$ cat src/rtl/sw_pkg.sv
package sw_pkg;

  localparam int unsigned DIGIT_W = 4;
  localparam int unsigned N_DIGITS = 6;

  typedef enum logic [1:0] {
    ST_IDLE  = 2'd0,
    ST_RUN   = 2'd1,
    ST_PAUSE = 2'd2
  } run_state_e;

  // Wrap limit of each digit position, least significant first:
  // cc ones, cc tens, ss ones, ss tens, mm ones, mm tens.
  function automatic int unsigned digit_limit(input int unsigned idx,
                                              input int unsigned min_tens_lim);
    case (idx)
      3:       digit_limit = 5;
      5:       digit_limit = min_tens_lim;
      default: digit_limit = 9;
    endcase
  endfunction

endpackage

$ cat src/rtl/sw_tick_gen.sv
module sw_tick_gen #(
  parameter int unsigned TICK_CYCLES = 500000
) (
  input  logic clk,
  input  logic rst_n,
  output logic tick
);

  localparam int unsigned CW = (TICK_CYCLES > 1) ? $clog2(TICK_CYCLES) : 1;
  localparam logic [CW-1:0] RELOAD = CW'(TICK_CYCLES - 1);

  logic [CW-1:0] cnt_q;
  logic          tick_q;

  always_ff @(posedge clk or negedge rst_n) begin
    if (!rst_n) begin
      cnt_q  <= RELOAD;
      tick_q <= 1'b0;
    end else if (cnt_q == '0) begin
      cnt_q  <= RELOAD;
      tick_q <= 1'b1;
    end else begin
      cnt_q  <= cnt_q - 1'b1;
      tick_q <= 1'b0;
    end
  end

  assign tick = tick_q;

endmodule

$ cat src/rtl/sw_run_ctrl.sv
module sw_run_ctrl
  import sw_pkg::*;
(
  input  logic       clk,
  input  logic       rst_n,
  input  logic       start_n,
  input  logic       pause_n,
  output run_state_e state,
  output logic       running
);

  run_state_e state_q, state_d;

  always_comb begin
    state_d = state_q;
    case (state_q)
      ST_IDLE:  if (!start_n) state_d = ST_RUN;
      ST_RUN:   if (!pause_n) state_d = ST_PAUSE;
      ST_PAUSE: if (!start_n) state_d = ST_RUN;
      default:  state_d = ST_IDLE;
    endcase
  end

  always_ff @(posedge clk or negedge rst_n) begin
    if (!rst_n) state_q <= ST_IDLE;
    else        state_q <= state_d;
  end

  assign state   = state_q;
  assign running = (state_q == ST_RUN);

endmodule

$ cat src/rtl/sw_digit.sv
module sw_digit
  import sw_pkg::*;
#(
  parameter int unsigned MAXV = 9
) (
  input  logic               clk,
  input  logic               rst_n,
  input  logic               inc,
  output logic [DIGIT_W-1:0] value,
  output logic               carry
);

  localparam logic [DIGIT_W-1:0] TOP = DIGIT_W'(MAXV);

  logic [DIGIT_W-1:0] val_q;
  logic               at_top;

  assign at_top = (val_q == TOP);

  always_ff @(posedge clk or negedge rst_n) begin
    if (!rst_n)      val_q <= '0;
    else if (inc)    val_q <= at_top ? '0 : val_q + 1'b1;
  end

  assign value = val_q;
  assign carry = inc & at_top;

endmodule

$ cat src/rtl/sw_stopwatch_core.sv
module sw_stopwatch_core
  import sw_pkg::*;
#(
  parameter int unsigned TICK_CYCLES    = 500000,
  parameter int unsigned MIN_TENS_LIMIT = 5
) (
  input  logic       clk,
  input  logic       rst_n,
  input  logic       start_n,
  input  logic       pause_n,
  output logic [3:0] cs_ones,
  output logic [3:0] cs_tens,
  output logic [3:0] sec_ones,
  output logic [3:0] sec_tens,
  output logic [3:0] min_ones,
  output logic [3:0] min_tens
);

  logic                              tick_pulse;
  logic                              run_now;
  run_state_e                        run_state;
  logic [N_DIGITS:0]                 step_en;
  logic [N_DIGITS-1:0][DIGIT_W-1:0]  dig_q;

  sw_tick_gen #(.TICK_CYCLES(TICK_CYCLES)) u_tick (
    .clk   (clk),
    .rst_n (rst_n),
    .tick  (tick_pulse)
  );

  sw_run_ctrl u_ctrl (
    .clk     (clk),
    .rst_n   (rst_n),
    .start_n (start_n),
    .pause_n (pause_n),
    .state   (run_state),
    .running (run_now)
  );

  assign step_en[0] = run_now & tick_pulse;

  for (genvar i = 0; i < N_DIGITS; i++) begin : g_digit
    localparam int unsigned LIM = digit_limit(i, MIN_TENS_LIMIT);
    sw_digit #(.MAXV(LIM)) u_dig (
      .clk   (clk),
      .rst_n (rst_n),
      .inc   (step_en[i]),
      .value (dig_q[i]),
      .carry (step_en[i+1])
    );
  end

  assign cs_ones  = dig_q[0];
  assign cs_tens  = dig_q[1];
  assign sec_ones = dig_q[2];
  assign sec_tens = dig_q[3];
  assign min_ones = dig_q[4];
  assign min_tens = dig_q[5];

endmodule

$ cat config.mk
export PLATFORM = sky130hd
export DESIGN_NAME = sw_stopwatch_core
export DESIGN_NICKNAME = d
export VERILOG_FILES = /design/src/rtl/sw_pkg.sv /design/src/rtl/sw_tick_gen.sv /design/src/rtl/sw_run_ctrl.sv /design/src/rtl/sw_digit.sv /design/src/rtl/sw_stopwatch_core.sv
export SDC_FILE = /design/constraint.sdc
export NUM_CORES = 1
export LEC_CHECK = 0
export ABC_AREA = 1
export BUFFER_PORTS_ARGS = -buffer_cell sky130_fd_sc_hd__buf_4
export CAP_MARGIN = 40
export CORE_MARGIN = 1
export CORE_UTILIZATION = 58
export CTS_CLUSTER_SIZE = 28
export DETAILED_ROUTE_END_ITERATION = 8
export MAX_ROUTING_LAYER = met4
export PLACE_DENSITY = 0.79
export REMOVE_ABC_BUFFERS = 1
export SYNTH_ARGS = -nofsm -noshare
export SYNTH_HDL_FRONTEND = slang
export SYNTH_SLANG_ARGS = --single-unit
$ cat constraint.sdc
create_clock -name clk -period 1.67 [get_ports clk]
set_input_delay 0.334 -clock clk [delete_from_list [all_inputs] [get_ports clk]]
set_output_delay 0.334 -clock clk [all_outputs]
set_load 0.05 [all_outputs]
# == After elaboration in Yosys (flattened, before gate mapping) ==
# Index checks and enable logic that the tools add are counted.
# totals
reg_bits,46
input_bits,4
output_inout_bits,24
elab_cells,47
# classes
add_sub_neg,7
eq_ne,10
muxes,11
n_bitwise,6
reduce_logical,4
# op_table
cell,n
$add A4 B1 Y4 const B,6
$mux W4,6
$logic_not A19 Y1,1
$mux W19,1
$sub A19 B1 Y19 const B,1
$eq A4 B4 Y1 const B,4
$eq A4 B3 Y1 const B,2
$and A1 B1 Y1,6
$mux W2,2
$ne A2 B2 Y1 const B,2
$pmux W2 S2,1
$eq A2 B1 Y1 const B,1
$eq A2 B2 Y1 const B,1
$logic_not A2 Y1,1
$reduce_and A2 Y1,1
$reduce_or A2 Y1,1
$mux W1,1

# == Logic depth before layout (Yosys ltp) ==
# depth
word_depth,7
ltp_mapped,10

# == Hierarchy ==
# Synthesis repeated with hierarchy kept, for this count alone.
# unflattened
hier_cells,325
area_unflattened_um2,2534.9
# modules_own_cells
module,instances,cells_per_inst,area_each_um2,seq_area_each_um2
sw_tick_gen,1,159,1257.5,514.2
sw_digit (g_digit[0].u_dig ...),4,26,195.2,100.1
sw_digit (g_digit[3].u_dig ...),2,24,197.7,100.1
sw_run_ctrl,1,12,93.8,50.0
sw_stopwatch_core,1,2,7.5,0.0

# == Worst setup path after synthesis ==
# No wires, ideal clock.
# synth_timing
path_kind,register to register
from,register g_digit[1].u_dig.val_q[0]
to,register g_digit[3].u_dig.val_q[3]
setup_ns,0.119
t_arrival_ns,1.467
t_required_ns,1.551
setup_slack_ns,0.083
stages_incl_launch_ff,9
n_path_buf,1
path_cell_list,dfrtp_1 -> nand2_1 -> nor2_4 -> nand3_4 -> nor2_4 -> buf_6 -> nand2_1 -> nand2_1 -> nand2_1
# synth_between
elab_chain_len,3
# synth_rtl
element,line_no,source
start: declaration,sw_digit.sv:15,logic [DIGIT_W-1:0] val_q;
start signal: assignment,sw_digit.sv:22,else if (inc) val_q <= at_top ? '0 : val_q + 1'b1;
$eq A4 B4 Y1,sw_digit.sv:18,assign at_top = (val_q == TOP);
$and A1 B1 Y1 (2 in a row),sw_digit.sv:26,assign carry = inc & at_top;
end signal: assignment,sw_digit.sv:22,
end: declaration,sw_digit.sv:15,
# Every way passes these cells.
# A chain may end at the register's enable or synchronous reset.

# == Final worst setup path ==
# layout_timing
from,register u_tick.cnt_q[0]
to,register u_tick.cnt_q[14]
# layout_between
elab_chain_len,2
elab_cells_between_ends,3
classes_between,add/sub (1); mux (1); reduce/logical (1)
# layout_rtl
element,line_no,source
start: declaration,sw_tick_gen.sv:12,logic [CW-1:0] cnt_q;
start signal: assignment,sw_tick_gen.sv:23,cnt_q <= cnt_q - 1'b1;
$sub A19 B1 Y19 or $logic_not A19 Y1 (tied branches),"sw_tick_gen.sv:23, sw_tick_gen.sv:19",
$mux W19 *,sw_tick_gen.sv:19,end else if (cnt_q == '0) begin
# Every way passes the cells marked *; elsewhere a longest branch is shown, timed or not.

==> flow_metrics.env <==
export IMPL_status="complete, no violations"
export IMPL_clk_path_buf_depth=2
export IMPL_portBuffers=27
export IMPL_die_h_um=68.4
export IMPL_slowest_delay_ps=550
export IMPL_antenna_found_initial=0
export IMPL_fin_crit_sh_pct=90.5
export IMPL_floorplan_initialDensity_pct=62.1
export IMPL_max_freq_mhz=662
export IMPL_slew_violations=0
export IMPL_hold_violations=0
export IMPL_drtPass1Iterations=4
export IMPL_finalNonFillerCells=410
export IMPL_insertion_delay_ps=300
export IMPL_root_buffer="clkbuf_8"
export IMPL_grt_overflow=0
export IMPL_worst_ep_arrival_time_ps=1710
export IMPL_clk_pin_slew_ps=90
export IMPL_avgSynthCellArea_um2=7.86
export IMPL_power_density_nw_per_um2=644
export IMPL_cts_sinks=46
export IMPL_rsz0062_at_grt="true"
export IMPL_synth_top_area_share_pct=34.3
export IMPL_ir_drop_mv=0.392
export IMPL_worst_pin_slew_ps=549
export IMPL_wl_met1_um=2070
export IMPL_startpoint_type="flop"
export IMPL_final_setup_viol_count=0
export IMPL_grt_util_all_layers_pct=24.2
export IMPL_top_layer_used="met4"
export IMPL_setup_ws_ps=159
export IMPL_dp_hpwl_um=3430
export IMPL_dp_cells=400
export IMPL_fin_crit_ps=1510
export IMPL_drtIter0Drc=70
export IMPL_yosysSeqAreaShare_pct=45.6
export IMPL_crit_top_cell="nand2_1"
export IMPL_yosysMostFrequentCell="nand2_1"
export IMPL_preCtsSetupSlack_ps=60.2
export IMPL_reg2reg_depth=10
export IMPL_wire_per_inst_um=11.2
export IMPL_dr_wl_met2_um=2300
export IMPL_synth_top_flop_cell="dfrtp_1"
export IMPL_synth_edf_count=0
export IMPL_cp_max_fo=6
export IMPL_antenna_cells_inserted=0
export IMPL_core_area_um2=4120
export IMPL_slowest_stage="dfstp_2"
export IMPL_cts_max_level=2
export IMPL_worst_setup_path_end_kind="flop"
export IMPL_final_nets=365
export IMPL_netlist_area_um2=2550
export IMPL_yosysWarnings=0
export IMPL_hold_path_class="input pin to async pin"
export IMPL_grt_pass1_vias=1950
export IMPL_fin_setup_tns_ps=0
export IMPL_wirelength_um=4590
export IMPL_finClkSkew_ps=6.39
export IMPL_fp_dieW_um=68.4
export IMPL_synth_cell_types=28
export IMPL_floorplan_die_area_um2=4670
export IMPL_slew_headroom_pct=63.4
export IMPL_grt_start_max_net_pins=47
export IMPL_stdcell_area_um2=2910
export IMPL_worstPathCellList="inv_1 -> ha_2 -> nand2_1 -> nor2_2 -> nand2_2 -> nor2_4 -> nand2_1 -> nand2_1 -> nand2_1 -> nor2_1"
export IMPL_synth_largest_area_cell="dfrtp_1"
export IMPL_grt_pass1_wl_um=8120
export IMPL_syn_inst=325
export IMPL_synth_common_cells="nand2_1 (88), nor2_1 (48), inv_1 (42)"
export IMPL_ios=28
export IMPL_p_leak_nw=1.54
export IMPL_gp_congestion=0.837
export IMPL_drtAntennaViolNets=0
export IMPL_row_count=23
export IMPL_via_per_inst=5.02
export IMPL_cts_hold_fix_buffers=0
export IMPL_maxCapViolations=0
export IMPL_drive_gt1_share_pct=21.1
export IMPL_via_count=2060
export IMPL_synth_area_top_cells="dfrtp_1 (34%), nand2_1 (13%), dfstp_2 (11%)"
export IMPL_cts_buffers=5
export IMPL_cts_tree="built"
export IMPL_synth_seq_cells=46
export IMPL_synthArstFlopShare_pct=100
export IMPL_worstSetupPathType="flop to flop"
export IMPL_cp_required_ps=1870
export IMPL_met3_wirelength_um=153
export IMPL_placed_area_um2=2800
export IMPL_drc=0
export IMPL_syn_to_final_growth_pct=14.1
-- area by class of cell --
type / instances / area (um2)
Fill cell: 338 / 1200
Inverter: 50 / 189
Clock buffer: 5 / 68.8
Multi-Input combinational cell: 227 / 1190
Sequential cell: 46 / 1160
Tap cell: 50 / 62.6
Clock inverter: 3 / 21.3
Timing Repair Buffer: 29 / 218
-- power breakdown --
part,switching [mW],internal [mW]
Sequential,0.0128,1.13
Combinational,0.0457,0.0162
Clock,0.380,0.294
Total,0.439,1.44
-- per-layer routing --
metal / vias to the layer above / GRT usage, %
met5: - / -
met4: 0 / 8.33
met3: 9 / 5.17
met2: 31 / 40.6
met1: 944 / 28.6
li1: 1076 / -
-- timing repair --
item	CTS	global route
buffers inserted	0	2
resized for setup	0	4
endpoints found under the setup margin	0	6
-- worst max-delay path: cells and delay by family (launching register included) --
| kind | cells | cell delay, ps |
|---|---|---|
| AND/OR/NAND/NOR | 8 | 570 |
| adder cells (fa/ha/maj) | 1 | 210 |
| buffers and inverters | 1 | 80 |
| flip-flops | 1 | 550 |
-- kinds of logic (layout without fill, tap and decap cells) --
| group | count (synthesis) | count (layout) | synth area share (%) |
|---|---|---|---|
| adders and majority gates | 2 | 2 | 0.980 |
| and+or+nand+nor | 190 | 190 | 36.1 |
| DFF | 46 | 46 | 45.6 |
| AOI/OAI and AO/OA | 21 | 21 | 4.21 |
| xor gates and xnor gates | 14 | 14 | 4.80 |
| buffers and inverters | 52 | 87 | 8.28 |
-- placed cells by master (no fill, tap or decap), drive strengths merged, types with 2 or more instances in the layout --
cell type / synthesis / routed
a21oi: 3 / 3
buf: 2 / 29
clkbuf: 0 / 5
clkinv: 1 / 3
dfrtp: 35 / 35
dfstp: 11 / 11
ha: 2 / 2
inv: 49 / 49
nand2: 90 / 90
nand3: 28 / 28
nand4: 11 / 11
nor2: 57 / 57
nor3: 3 / 3
o21ai: 17 / 17
xnor2: 2 / 2
xor2: 12 / 12
-- sequential cells by signal, summed over array words and instances (netlist names) --
name,cells
g_digit.u_dig.value,24
u_tick.cnt_q,19
u_ctrl.state,2
u_tick.tick,1
-- worst paths after layout --
path | end | slack (ps) | from
hold reg to reg | u_tick.cnt_q[0]$_DFF_PN1_ | 470 | u_tick.cnt_q[0]$_DFF_PN1_
max in group asynchronous | u_tick.cnt_q[18]$_DFF_PN1_ | 1270 | rst_n
setup / recovery | u_tick.cnt_q[14]$_DFF_PN0_ | 160 | u_tick.cnt_q[0]$_DFF_PN1_
setup reg to reg | u_tick.cnt_q[14]$_DFF_PN0_ | 160 | u_tick.cnt_q[0]$_DFF_PN1_
hold / removal | g_digit[0].u_dig.value[1]$_DFFE_PN0N_ | 20 | rst_n
min in group clk | u_ctrl.state[0]$_DFFE_PN0P_ | 220 | start_n
-- per-stage QoR --
| step | hold WS [ps] | util (%) | power (mW) |
|---|---|---|---|
| 2_1_floorplan | 38.4 | - | 1.19 |
| 3_3_place_gp | 366 | 68.0 | 1.22 |
| 3_5_place_dp | 367 | 68.0 | 1.22 |
| 4_1_cts | 29.7 | 70.1 | 1.92 |
| 5_1_grt | 58.9 | 70.8 | 1.96 |
| 6_report | 15.6 | 70.8 | 1.88 |
Note: power is estimated with default switching activity, not from simulation.
